$ cat config.mk
export PLATFORM = sky130hd
export DESIGN_NAME = dual_queue_sched
export DESIGN_NICKNAME = d
export VERILOG_FILES = /design/src/rtl/dual_queue_sched.sv
export SDC_FILE = /design/constraint.sdc
export NUM_CORES = 1
export LEC_CHECK = 0
export ABC_AREA = 1
export BUFFER_PORTS_ARGS = -buffer_cell sky130_fd_sc_hd__clkbuf_2
export CORE_MARGIN = 1
export CORE_UTILIZATION = 55
export CTS_CLUSTER_SIZE = 14
export DETAILED_ROUTE_END_ITERATION = 16
export HOLD_SLACK_MARGIN = 0.05
export PLACE_DENSITY = 0.85
export SETUP_SLACK_MARGIN = 0.15
export SLEW_MARGIN = 10
export SYNTH_ARGS = -nofsm -noshare
export SYNTH_HDL_FRONTEND = slang
export SYNTH_SLANG_ARGS = --single-unit
$ cat constraint.sdc
create_clock -name clk -period 2.8 [get_ports clk]
set_input_delay 0.14 -clock clk [delete_from_list [all_inputs] [get_ports clk]]
set_output_delay 0.14 -clock clk [all_outputs]
set_load 0.005 [all_outputs]
$ cat src/rtl/dual_queue_sched.sv
module dual_queue_sched #(
  parameter int CHW = 3,
  parameter int AW  = 4
) (
  input  logic           clk,
  input  logic           rst_n,
  input  logic           q1_en,
  input  logic [1:0]     q1_mode,
  input  logic           q1_trig,
  input  logic [AW-1:0]  q1_base,
  input  logic           q2_en,
  input  logic [1:0]     q2_mode,
  input  logic           q2_trig,
  input  logic [AW-1:0]  q2_base,
  output logic [AW-1:0]  cmd_addr,
  input  logic [CHW+1:0] cmd_word,
  output logic           conv_start,
  output logic [CHW-1:0] conv_chan,
  input  logic           conv_done,
  output logic           conv_abort,
  output logic [3:0]     status
);
  localparam int PBIT = CHW;
  localparam int EBIT = CHW + 1;

  typedef enum logic [2:0] {ST_IDLE, ST_ACT, ST_PAUSE, ST_SUSP, ST_PEND} qstate_t;

  qstate_t s1, s2, s1_n, s2_n;
  logic [AW-1:0] p1, p2, p1_n, p2_n;
  logic busy, own2, lat_pause, lat_end;
  logic v1, v2, go1, done_ok, fin1, fin2, iss1, iss2;

  assign v1 = q1_en && !q1_mode[1];
  assign v2 = q2_en && !q2_mode[1];
  assign go1 = v1 && q1_trig && (s1 != ST_ACT);
  assign conv_abort = busy && (own2 ? (go1 || !v2) : !v1);
  assign done_ok = busy && conv_done && !conv_abort;
  assign fin1 = done_ok && !own2;
  assign fin2 = done_ok && own2;
  assign iss1 = !busy && v1 && (s1 == ST_ACT);
  assign iss2 = !busy && v2 && (s2 == ST_ACT) && !go1 && !iss1;

  assign cmd_addr   = (s1 == ST_ACT) ? p1 : p2;
  assign conv_start = iss1 || iss2;
  assign conv_chan  = cmd_word[CHW-1:0];

  always_comb begin
    s1_n = s1;
    p1_n = p1;
    if (!v1) s1_n = ST_IDLE;
    else if (go1) begin
      s1_n = ST_ACT;
      if (s1 == ST_IDLE) p1_n = q1_base;
    end else if (fin1) begin
      p1_n = lat_end ? q1_base : p1 + 1'b1;
      if (lat_end && !q1_mode[0]) s1_n = ST_IDLE;
      else if (lat_pause)         s1_n = ST_PAUSE;
      else                        s1_n = ST_ACT;
    end
  end

  always_comb begin
    s2_n = s2;
    p2_n = p2;
    if (!v2) s2_n = ST_IDLE;
    else begin
      case (s2)
        ST_IDLE, ST_PAUSE: if (q2_trig) begin
          s2_n = ((s1 == ST_ACT) || go1) ? ST_PEND : ST_ACT;
          if (s2 == ST_IDLE) p2_n = q2_base;
        end
        ST_ACT: if (go1) s2_n = ST_SUSP;
          else if (fin2) begin
            p2_n = lat_end ? q2_base : p2 + 1'b1;
            if (lat_end && !q2_mode[0]) s2_n = ST_IDLE;
            else if (lat_pause)         s2_n = ST_PAUSE;
            else                        s2_n = ST_ACT;
          end
        ST_SUSP: if (s1_n != ST_ACT) s2_n = ST_ACT;
        ST_PEND: if ((s1 != ST_ACT) && !go1) s2_n = ST_ACT;
        default: s2_n = ST_IDLE;
      endcase
    end
  end

  always_ff @(posedge clk or negedge rst_n) begin
    if (!rst_n) begin
      s1 <= ST_IDLE;
      s2 <= ST_IDLE;
      p1 <= '0;
      p2 <= '0;
      busy <= 1'b0;
      own2 <= 1'b0;
      lat_pause <= 1'b0;
      lat_end <= 1'b0;
    end else begin
      s1 <= s1_n;
      s2 <= s2_n;
      p1 <= p1_n;
      p2 <= p2_n;
      if (conv_abort || done_ok) busy <= 1'b0;
      else if (conv_start) begin
        busy <= 1'b1;
        own2 <= iss2;
        lat_pause <= cmd_word[PBIT];
        lat_end <= cmd_word[EBIT];
      end
    end
  end

  always_comb begin
    status = 4'b1111;
    case (s1)
      ST_IDLE:
        case (s2)
          ST_IDLE:  status = 4'b0000;
          ST_ACT:   status = 4'b0001;
          ST_PAUSE: status = 4'b0010;
          ST_PEND:  status = 4'b0011;
          default:  status = 4'b1111;
        endcase
      ST_PAUSE:
        case (s2)
          ST_IDLE:  status = 4'b0100;
          ST_ACT:   status = 4'b0101;
          ST_PAUSE: status = 4'b0110;
          ST_PEND:  status = 4'b1000;
          default:  status = 4'b1111;
        endcase
      ST_ACT:
        case (s2)
          ST_IDLE:  status = 4'b1001;
          ST_PAUSE: status = 4'b1010;
          ST_SUSP:  status = 4'b1011;
          ST_PEND:  status = 4'b1100;
          default:  status = 4'b1111;
        endcase
      default: status = 4'b1111;
    endcase
  end

  a_r6_one_active: assert property (@(posedge clk) disable iff (!rst_n)
    !((s1 == ST_ACT) && (s2 == ST_ACT)));

  a_r8_susp_needs_q1: assert property (@(posedge clk) disable iff (!rst_n)
    (s2 == ST_SUSP) |-> (s1 == ST_ACT));

  a_r7_preempt: assert property (@(posedge clk) disable iff (!rst_n)
    ((s2 == ST_ACT) && v2 && v1 && q1_trig && (s1 != ST_ACT)) |=> (s2 == ST_SUSP));

  a_r8_ptr_kept: assert property (@(posedge clk) disable iff (!rst_n)
    (conv_abort && own2) |=> (p2 == $past(p2)));

  a_r10_no_reserved: assert property (@(posedge clk) disable iff (!rst_n)
    (status != 4'b0111) && (status < 4'd13));

  a_r5_paused_quiet: assert property (@(posedge clk) disable iff (!rst_n)
    ((s1 == ST_PAUSE) && (s2 != ST_ACT)) |-> !conv_start);

  a_r2_off_idle: assert property (@(posedge clk) disable iff (!rst_n)
    !q1_en |=> (s1 == ST_IDLE));
endmodule

### After elaboration in Yosys (flattened, before gate mapping)

Cells that the tools add are included.

| cells by class | value |
|---|---|
| add/subtract/negate cells | 2 |
| equality and inequality tests | 17 |
| mux-type cells | 32 |
| bitwise logic cells | 1 |
| reduce and logical (&&, ||, !) cells | 43 |

Operators by type and width:

| operator | count |
|---|---|
| $mux 4 | 10 |
| $pmux 4 s4 | 2 |
| $mux 3 | 10 |
| $pmux 3 s4 | 2 |
| $logic_and 1x1->1 | 18 |
| $pmux 4 s3 | 1 |
| $logic_not 1->1 | 11 |
| $eq 3x2->1 const B | 3 |
| $ne 3x3->1 const B | 3 |
| $add 4x1->4 const B | 2 |
| $ne 2x2->1 const B | 4 |
| $pmux 4 s2 | 1 |
| $eq 3x1->1 const B | 2 |
| $logic_not 3->1 | 2 |
| $mux 2 | 3 |
| $ne 3x1->1 const B | 2 |
| $reduce_and 6->1 | 1 |
| $reduce_bool 2->1 | 3 |
| $logic_or 1x1->1 | 4 |
| $ne 4x4->1 const B | 1 |
| $reduce_and 4->1 | 1 |
| $eq 3x3->1 const B | 1 |
| $mux 1 | 3 |
| $reduce_and 3->1 | 1 |
| other kinds (4) | 4 |

| word-level totals | value |
|---|---|
| bits in registers | 18 |
| input port bits | 24 |
| output and inout bits | 13 |

### Longest topological paths before layout

Gate-level depths: netlist of run 1.

| depth | value |
|---|---|
| depth in word-level cells | 17 |
| depth in mapped cells | 13 |
| gate-level depth less buffers | 13 |

### Least setup slack after synthesis of run 1

Ideal clock, no wire load.

| timing path | value |
|---|---|
| path type | register to register |
| start | register s1[1] |
| end | register s2[1] |
| library setup time | 0.117 ns |
| data arrival time | 1.212 ns |
| required time | 2.683 ns |
| setup slack | 1.471 ns |
| stages on the path, launching flop included | 13 |
| path through | dfrtp_1 > inv_2 > nand3_2 > nand2_4 > nand2_2 > nand2_2 > nand3_2 > nand3_1 > nand2_1 > nand2_2 > nand2_2 > nand2_1 > nand2_1 |

| on the way | value |
|---|---|
| longest elaborated chain between the ends | 14 |
| elaborated cells between the ends (all ways) | 22 |
| classes of those cells | eq/ne (5); mux (7); reduce/logical (10) |

RTL lines:

| item | RTL line | text |
|---|---|---|
| start: declaration | 28 | `qstate_t s1, s2, s1_n, s2_n;` |
| start signal: assignment | 97 | `s1 <= s1_n;` |
| $ne 3x1->1 | 35, 80 |  |
| $logic_and 1x1->1 | 35 | `assign go1 = v1 && q1_trig && (s1 != ST_ACT);` |
| $logic_or 1x1->1 | 36 | `assign conv_abort = busy && (own2 ? (go1 \|\| !v2) : !v1);` |
| $mux 1 | 36 |  |
| $logic_and 1x1->1 | 36 |  |
| $logic_not 1->1 | 37 | `assign done_ok = busy && conv_done && !conv_abort;` |
| $logic_and 1x1->1 | 37 |  |
| $logic_and 1x1->1 | 38 | `assign fin1 = done_ok && !own2;` |
| $mux 3 | 54 | `end else if (fin1) begin` |
| $mux 3 | 51 | `else if (go1) begin` |
| $mux 3 | 50 | `if (!v1) s1_n = ST_IDLE;` |
| $ne 3x1->1 | 79 | `ST_SUSP: if (s1_n != ST_ACT) s2_n = ST_ACT;` |
| $ne 3x3->1 (no line) | -- |  |
| $reduce_and 4->1 (no line) | -- |  |
| end signal: assignment | 98 | `s2 <= s2_n;` |
| end: declaration | 28 |  |

Parallel ways exist; a longest one is shown, timed or not.
A chain may end at the register's enable or synchronous reset.

### Worst setup path in the final report of run 1

| timing path | value |
|---|---|
| start | register s1[1] |
| end | output conv_start |

| on the way | value |
|---|---|
| longest elaborated chain between the ends | 6 |
| elaborated cells between the ends (all ways) | 9 |
| classes of those cells | eq/ne (2); reduce/logical (7) |

RTL lines:

| item | RTL line | text |
|---|---|---|
| $ne 3x1->1 | 35 |  |
| $logic_and 1x1->1 | 35 |  |
| $logic_not 1->1 | 41 | `assign iss2 = !busy && v2 && (s2 == ST_ACT) && !go1 && !iss1;` |
| $logic_and 1x1->1 (2 in series) | 41 |  |
| $logic_or 1x1->1 (*) | 44 | `assign conv_start = iss1 \|\| iss2;` |
| end: declaration | 17 | `output logic conv_start,` |

Every way passes the cells marked *; elsewhere a longest branch is shown, timed or not.

==> results.cfg, run 1 <==
[floorplanning]
chipWidth_um = 52.5
die_area_um2 = 2750
start_util_pct = 61.0
core_um2 = 2300
ios = 37
std_cell_rows = 17
die_y_um = 52.5

[synth]
yosys.area_share.simple_pct = 31.5
ys_seq_elements = 18
synth_edf_count = 0
netlist_area_um2 = 1400
synth-main-ff-cell = dfrtp_1
yosysUniqueCellTypes = 35
yosys.area_share.adder_pct = 1.79
synth_top_family_by_area = simple AND/OR/NAND/NOR gates
synth-xor-area-share_pct = 2.50
synth_warnings = 0
synth_mux_area_share_pct = 2.32
synthesis.nets = 218
seq_area_frac_synth_pct = 32.1
synth_common_cells = nand2_1 (35), inv_1 (34), dfrtp_1 (18)
synth-compound-area-share_pct = 17.9
yosysMostFrequentCell = nand2_1
synth_top_area_cell = dfrtp_1
synth_top_area_share_pct = 32.1
syn-instance-count = 192
synthArstFlopShare_pct = 100
synth_area_leaders = dfrtp_1 (32%), nand2_1 (9.4%), inv_1 (9.1%)
syn_area_per_cell_um2 = 7.30

[detailed_routing]
drtPass1Iterations = 4
drt_iter0_markers = 39
wire_per_inst_um = 13.2
drcViolationCount = 0
viasPerCell = 5.43
totalWireLength_um = 3320
vias = 1369
antenna_left = 0

[min_path]
min_path_type = in -> reg

[timing]
drv_slew = 0
finalCritPeriodShare_pct = 71.6
fin_skew_ns = 0.00243
setup_viol = 0
tightest_slew_ns = 0.453
slew_headroom_pct = 69.8
fmax_mhz = 499
rsz0062_at_grt = false
tns_ns = 0
layout_min_cycle_time_ns = 2.00
hold_viol = 0
worst_hold_slack_ns = 0.0663

[finish]
final_core_util_pct = 70.3
stdcell_count = 252
nets = 251
syn_to_final_growth_pct = 15.3
n_antenna_cell = 0
layout-drive-gt1-share_pct = 27.2

[grt]
grt.total_usage_pct = 25.8
grt_pass1_wl_um = 5210
grt_pass1_vias = 1240
grt_max_degree = 19
grt-ovfl-total = 0
antenna_found_initial = 0

[outcome]
run_status = complete, no violations

[worst_setup_path]
cpMostUsedCell = inv_1
cp-start-kind = register
cp_data_required_time_ns = 2.66
criticalPathCategory = reg -> out
endpoint_kind = primary output
critPathMaxStageDelay_ns = 0.47
arrival_ns = 1.86
crit_slowest_cell = dfrtp_1
cp_cell_sequence = inv_2, nand3_2, nand2_4, nand4_1, inv_1, nor2_1, inv_1, clkbuf_2
crit_fanout = 13

[clocking]
cts_tree = yes
clkSlewWorstSetupHoldPaths_ns = 0.11
max-clock-path-buffers = 2
cts_setup_buffers = 0
cts_root_buf = clkbuf_4
htree_levels = 1
cts.sinks = 18
cts_buffers = 3
clock_latency_ns = 0.29

[placed_design]
routabilityCongestion = 0.849
port_buffers = 30
hpwl_um = 2600
dp_cells = 246

[job]
maxCapViolations = 0

[power]
peakVddDrop_uv = 457
power_w = 0.000975
powerDensity_nw_per_um2 = 603
cellLeakagePower_nw = 0.872
-- worst max-delay path, delay by kind of cell, from the launching register on --
family | cells | cell delay [ns]
buffers and inverters | 4 | 0.44
flip-flops | 1 | 0.47
AND/OR/NAND/NOR | 4 | 0.66
-- stage by stage --
step                cell area [µm²]  worst slack (ns)
finish                         1620             0.796
global route                   1620             0.670
CTS                            1620             0.833
detailed placement             1560              1.08
global placement               1560              1.18
floorplan                      1400              1.47
-- cell type report --
class                           instances  area, µm²
Multi-Input combinational cell        133        785
Clock buffer                            4       36.3
Timing Repair Buffer                   32        170
Fill cell                             202        682
Sequential cell                        18        450
Inverter                               37        139
Tap cell                               28       35.0
-- state kept, by name, indices dropped and copies added (netlist names) --
name and count:
p1 4, p2 4, s1 3, s2 3, busy 1, lat_end 1, lat_pause 1, own2 1
-- power by group --
group | leakage (nW) | switching, W | internal, W
clock network | 0.0210 | 0.0000827 | 0.0000792
registers | 0.228 | 0.0000779 | 0.000332
logic | 0.623 | 0.000237 | 0.000166
-- cells by family (layout without fill, tap and decap cells) --
family	after synthesis	in the layout
fa+ha+maj	2	2
xor+xnor	4	4
buf+inv	41	73
flops	18	18
simple gates	83	83
mux	3	3
compound gates	41	41
-- routing by layer --
layer	track usage, %	vias to the layer above	part of all wire (%)
met5	0	-	0
met4	7.89	0	1.2
met3	2.32	7	4.0
met2	48.3	47	52
met1	30.5	627	42
li1	-	688	-
-- cell usage in the layout, fill, tap and decap left out, types with 5 or more instances in the layout --
cell type | Yosys | final
nor2_1 | 15 | 15
o21ai_1 | 5 | 5
dfrtp_1 | 18 | 18
clkbuf_2 | 0 | 30
a21oi_1 | 6 | 6
nand2_1 | 35 | 35
inv_1 | 34 | 34
o21ai_0 | 17 | 17
nand2_2 | 7 | 7
nand3_1 | 9 | 9
-- worst paths after layout --
path / startpoint / to / slack (ns) / depth (start not counted)
max in group asynchronous: rst_n / s2[1] / 2.16 / 2
min in group asynchronous: rst_n / lat_pause / 0.33 / 2
min: cmd_word[3] / lat_pause / 0.07 / 3
max reg2reg: s1[1] / p2[1] / 1.01 / 10
max: s1[1] / conv_start / 0.80 / 8
min reg2reg: p2[3] / p2[3] / 0.58 / 2
-- what timing repair did --
| action | CTS | global route |
|---|---|---|
| resized for setup | 0 | 0 |
| hold endpoints to repair | 19 | 0 |
| hold buffers | 2 | 0 |
No activity file was read; power rests on OpenSTA's default activity.
==> inputs of run 2 (changes only) <==
Settings changed: ABC_AREA 1 to 0, CORE_UTILIZATION 55 to 47, PLACE_DENSITY 0.85 to 0.78.
Clock period 2.8 ns to 1.7 ns, I/O delays scaled along.
==> run 2 against run 1 <==
Against the previous run: the run now ends with negative setup slack left; largest power group unchanged; worst hold slack better by 0.0039 ns; register-to-register slack got worse by 1.1 ns; sequential power up 64%; count of clock-buffer cells in the layout fell by 1; highest routed layer unchanged; total power is 52% higher; synthesized area fell by 2.6%; die area increased by 13%.
==> results.cfg, run 2 <==
[placed_design]
hpwl_um = 2500
post-place-ws_ns = -0.0110
routabilityCongestion = 0.916
port_buffers = 30

[job]
maxCapViolations = 0

[floorplanning]
die_area_um2 = 3120
chipWidth_um = 55.9
std_cell_rows = 19
ios = 37
core_um2 = 2760
start_util_pct = 49.5
die_y_um = 55.9

[grt]
grt_pass1_vias = 1429
grt_pass1_wl_um = 6100
antenna_found_initial = 0
grt-ovfl-total = 0
grt_max_degree = 19
grt.total_usage_pct = 24.5

[synth]
syn-instance-count = 160
netlist_area_um2 = 1370
synth_top_area_share_pct = 33.0
synthesis.nets = 186
synth_top_area_cell = dfrtp_1
synth_common_cells = dfrtp_1 (18), nor2_1 (16), nand2_1 (12)
synthArstFlopShare_pct = 100
syn_area_per_cell_um2 = 8.53
synth_area_leaders = dfrtp_1 (33%), nor2_1 (4.4%), a21oi_1 (4.0%)
ys_seq_elements = 18
yosysMostFrequentCell = dfrtp_1
yosysUniqueCellTypes = 47
seq_area_frac_synth_pct = 33.0
synth_edf_count = 0
synth_warnings = 0
synth-main-ff-cell = dfrtp_1

[detailed_routing]
totalWireLength_um = 4000
drt_iter0_markers = 91
wire_per_inst_um = 16.4
drcViolationCount = 0
vias = 1474
viasPerCell = 6.04
drtPass1Iterations = 4
antenna_left = 0

[worst_setup_path]
cp_data_required_time_ns = 1.62
endpoint_kind = primary output
arrival_ns = 1.77
crit_fanout = 5
criticalPathCategory = reg -> out
cp-start-kind = register

[timing]
fin_skew_ns = 0.00678
tightest_slew_ns = 0.462
drv_slew = 0
setup_viol = 17
layout_min_cycle_time_ns = 1.85
fmax_mhz = 540
finalCritPeriodShare_pct = 109
rsz0062_at_grt = true
slew_headroom_pct = 69.2
hold_viol = 0
setup_ws_ns = -0.153

[finish]
fillers = 207
syn_to_final_growth_pct = 39.2
seq_area_um2 = 452
layout_commonest_cell = clkbuf_2
final_cell_mix = clkbuf_2 (28), buf_4 (19), dfrtp_1 (17)
nets = 241
n_antenna_cell = 0
layout-drive-gt1-share_pct = 46.9
multi_input_area_um2 = 915
largest_registers = p1: 4 flops, p2: 4 flops
final_core_util_pct = 68.9

[power]
clock_power_share_pct = 14.3
cellLeakagePower_nw = 0.878
p_sw_w = 0.000564
p_int_w = 0.000919
swShare_pct = 38.0
p_seq_share_pct = 45.4
powerDensity_nw_per_um2 = 780
peakVddDrop_uv = 777
share_comb_of_total_power_pct = 40.3

[clocking]
cts_tree = yes
htree_levels = 1
cts_buffers = 3
max-clock-path-buffers = 2
cts.sinks = 18
clock_latency_ns = 0.29
cts_root_buf = clkbuf_4
clkSlewWorstSetupHoldPaths_ns = 0.10

[outcome]
run_status = finished, violations left
violations = negative setup slack

[min_path]
min_path_type = in -> reg
## run 2: cell count changes in the layout (fill, tap and decap cells not counted), moves of 6 or more
cell      delta
buf_4       +19
buf_6        +9
inv_1       -26
nand2_1     -27
nand2b_1     +6
o21ai_0     -15
## run 2: repair_timing
item,CTS,global route
gates resized for setup,21,23
hold endpoints to repair,21,0
pin swaps,11,7
setup buffers,10,4
hold buffers,4,0
cloned,0,1
endpoints found under the setup margin,21,23
## run 2: power groups by stage
stage	logic (W)	registers [W]	clock network (W)
after CTS	0.000559	0.000657	0.000217
after global routing	0.000662	0.000685	0.000233
after detailed placement	0.000492	0.000665	0
after floorplan	0.000346	0.000628	0
final	0.000597	0.000673	0.000212
after global placement	0.000464	0.000658	0
## run 2: metrics by stage
stage | area, µm² | hold slack [ns] | TNS (ns) | instances | total power (W)
after floorplan | 1370 | -0.211 | -0.162 | 160 | 0.000974
after global placement | 1580 | 0.0534 | 0 | 222 | 0.00112
after detailed placement | 1580 | 0.0545 | -0.0284 | 222 | 0.00116
after CTS | 1780 | 0.0710 | -1.28 | 239 | 0.00143
after global routing | 1900 | 0.109 | -2.13 | 244 | 0.00158
final | 1900 | 0.0702 | -1.62 | 244 | 0.00148
## run 2: final cells by class
class | count | share of cell area, %
tap | 31 | 2.04
timing repair buffer | 63 | 23.1
multi-input combinational | 120 | 48.1
sequential | 18 | 23.8
inverter | 9 | 1.78
clock buffer | 3 | 1.18
## run 2: cells by family (layout without fill, tap and decap cells)
| logic type | Yosys count | count (layout) | share of synthesized area, % |
|---|---|---|---|
| mux | 9 | 9 | 7.06 |
| simple gates | 64 | 64 | 24.8 |
| flops | 18 | 18 | 33.0 |
| compound gates | 45 | 45 | 24.6 |
| buf+inv | 22 | 75 | 8.71 |
| fa+ha+maj | 2 | 2 | 1.83 |
## run 2: metal layers
| metal | track usage (%) | part of all wire (%) |
|---|---|---|
| met1 | 30.4 | 40 |
| met4 | 11.1 | 2.0 |
| met3 | 2.09 | 4.8 |
| met5 | 0 | 0 |
| met2 | 43.2 | 53 |
## run 2: worst max-delay path, stage by stage, from the launching register on
cell and delay (ns):
dfrtp_1 0.39, or3b_4 0.41, buf_6 0.14, buf_6 0.12
mux2_4 0.29, clkbuf_2 0.11
## run 2: final timing paths
check                      startpoint           to  slack [ns]  depth (start not counted)
setup / recovery                s1[2]  cmd_addr[1]       -0.15                          5
hold / removal             q1_base[1]        p1[1]        0.07                          3
setup reg to reg                s1[2]        p1[2]       -0.12                          6
hold reg to reg                 p1[2]        p1[2]        0.57                          1
max in group asynchronous       rst_n        s2[0]        1.10                          2
min in group asynchronous       rst_n        s1[0]        0.26                          2
==> inputs of run 3 (changes only) <==
Settings changed: ABC_CLOCK_PERIOD_IN_PS set to 2050, CORE_UTILIZATION 47 to 52, PLACE_DENSITY 0.78 to 0.81.
Clock period 1.7 ns to 2.05 ns, I/O delays scaled along.
==> run 3 against run 2 <==
Against the previous run: the run now ends clean; count of clock-buffer cells in the layout did not move; setup slack improved by 0.39 ns; register-to-register slack better by 0.39 ns; clock power fell by 15%; largest cell class unchanged; combinational power fell by 36%.
==> results.cfg, run 3 (synthesized netlist as in run 2, its figures left out) <==
[finish]
layout-drive-gt1-share_pct = 30.8
final_cell_mix = clkbuf_2 (30), dfrtp_1 (17), nor2_1 (16)
final_core_util_pct = 65.5
syn_to_final_growth_pct = 18.9
largest_registers = p1: 4 flops, p2: 4 flops
fillers = 224
layout_commonest_cell = clkbuf_2
stdcell_count = 225
n_antenna_cell = 0
finalInstanceArea_um2 = 1620
nets = 223

[detailed_routing]
wl_met3_um = 125
drtPass1Iterations = 4
vias = 1286
wl_met1_um = 1370
antenna_left = 0
totalWireLength_um = 3140
top_layer = met4
viasPerCell = 5.72
drcViolationCount = 0
drt_iter0_markers = 33
wl_met2_um = 1620
wire_per_inst_um = 14.0

[worst_setup_path]
reg2reg_slack_ns = 0.27
cp_data_required_time_ns = 1.95
crit-reg2reg-launch = s1[2]
crit_fanout = 7
critPathLaunch = s1[2]
criticalPathCategory = reg -> out
arrival_ns = 1.71
endpoint_kind = primary output
cp-start-kind = register

[job]
maxCapViolations = 0

[placed_design]
port_buffers = 30
dpl_cell_area_um2 = 1530
dp_cells = 215
hpwl_um = 2450
routabilityCongestion = 0.815

[min_path]
min_from = q1_base[1]
min_path_type = in -> reg

[power]
p_int_w = 0.000707
cellLeakagePower_nw = 0.749
swShare_pct = 36.9
share_comb_of_total_power_pct = 34.1
p_seq_share_pct = 49.8
clock_power_share_pct = 16.0
powerDensity_nw_per_um2 = 691
p_sw_w = 0.000414
peakVddDrop_uv = 549

[clocking]
cts_tree = yes
cts.sinks = 18
clock_latency_ns = 0.30
htree_levels = 1
clkSlewWorstSetupHoldPaths_ns = 0.10
cts_root_buf = clkbuf_4
max-clock-path-buffers = 2
cts_buffers = 3

[floorplanning]
die_y_um = 53.2
ios = 37
die_area_um2 = 2830
core_um2 = 2480
std_cell_rows = 18
start_util_pct = 55.1
chipWidth_um = 53.2

[timing]
setup_viol = 0
fin_skew_ns = 0.00513
hold_viol = 0
fmax_mhz = 553
layout_min_cycle_time_ns = 1.81
worst_hold_slack_ns = 0.0786
tightest_slew_ns = 0.453
rsz0062_at_grt = false
slew_headroom_pct = 69.8
finalCritPeriodShare_pct = 88.3
drv_slew = 0
tns_ns = 0

[grt]
grt-ovfl-total = 0
grt_pass1_vias = 1252
grt_max_degree = 19
antenna_found_initial = 0
grt_pass1_wl_um = 5290
grt.total_usage_pct = 25.7

[outcome]
run_status = complete, no violations
-- run 3: changes by cell type in the layout (fill, tap and decap cells not counted), sizes merged --
cell    delta
buf       -20
clkbuf     +2
-- run 3: metal layers --
| metal | vias up | GRT usage (%) |
|---|---|---|
| met1 | 609 | 32.3 |
| met3 | 5 | 3.45 |
| met5 | - | 0 |
| met2 | 30 | 44.8 |
| met4 | 0 | 8.33 |
| li1 | 642 | - |
-- run 3: final timing paths --
path / depth (start not counted) / endpoint
max in group asynchronous: 2 / s2[2]
max: 5 / conv_abort
min: 3 / p1[1]
max reg2reg: 6 / p2[0]
min reg2reg: 1 / p1[2]
min in group asynchronous: 2 / s2[0]
-- run 3: power groups by stage --
stage	Combinational (W)	Sequential [W]	Clock, W
after global routing	0.000433	0.000570	0.000194
final	0.000383	0.000559	0.000180
after CTS	0.000386	0.000556	0.000181
after global placement	0.000355	0.000557	0
after detailed placement	0.000376	0.000563	0
after floorplan	0.000283	0.000520	0
-- run 3: layout make-up --
| class | instances | area [µm²] | share of cell area (%) |
|---|---|---|---|
| Inverter | 9 | 33.8 | 2.08 |
| Timing Repair Buffer | 45 | 273 | 16.8 |
| Tap cell | 30 | 37.5 | 2.31 |
| Multi-Input combinational cell | 120 | 805 | 49.6 |
| Clock buffer | 3 | 22.5 | 1.39 |
| Sequential cell | 18 | 452 | 27.8 |
-- run 3: repair_timing --
action / CTS / global route
resized for setup: 1 / 2
hold endpoints to repair: 21 / 0
pin swaps: 1 / 0
hold buffers: 4 / 0
endpoints found under the setup margin: 6 / 2
setup buffers: 3 / 0
gates cloned: 0 / 0
-- run 3: through the flow --
| stage | worst slack (ns) | total power (W) |
|---|---|---|
| 2_1_floorplan | 0.271 | 0.000803 |
| 3_3_place_gp | 0.263 | 0.000912 |
| 3_5_place_dp | 0.190 | 0.000939 |
| 4_1_cts | 0.194 | 0.00112 |
| 5_1_grt | 0.165 | 0.00120 |
| 6_report | 0.241 | 0.00112 |
-- run 3: critical path, cell delays in order, from the launching register on --
cell      delay [ns]
dfrtp_1         0.40
or3b_4          0.44
and3_1          0.26
o22ai_2         0.15
nor2_1          0.06
clkbuf_2        0.11
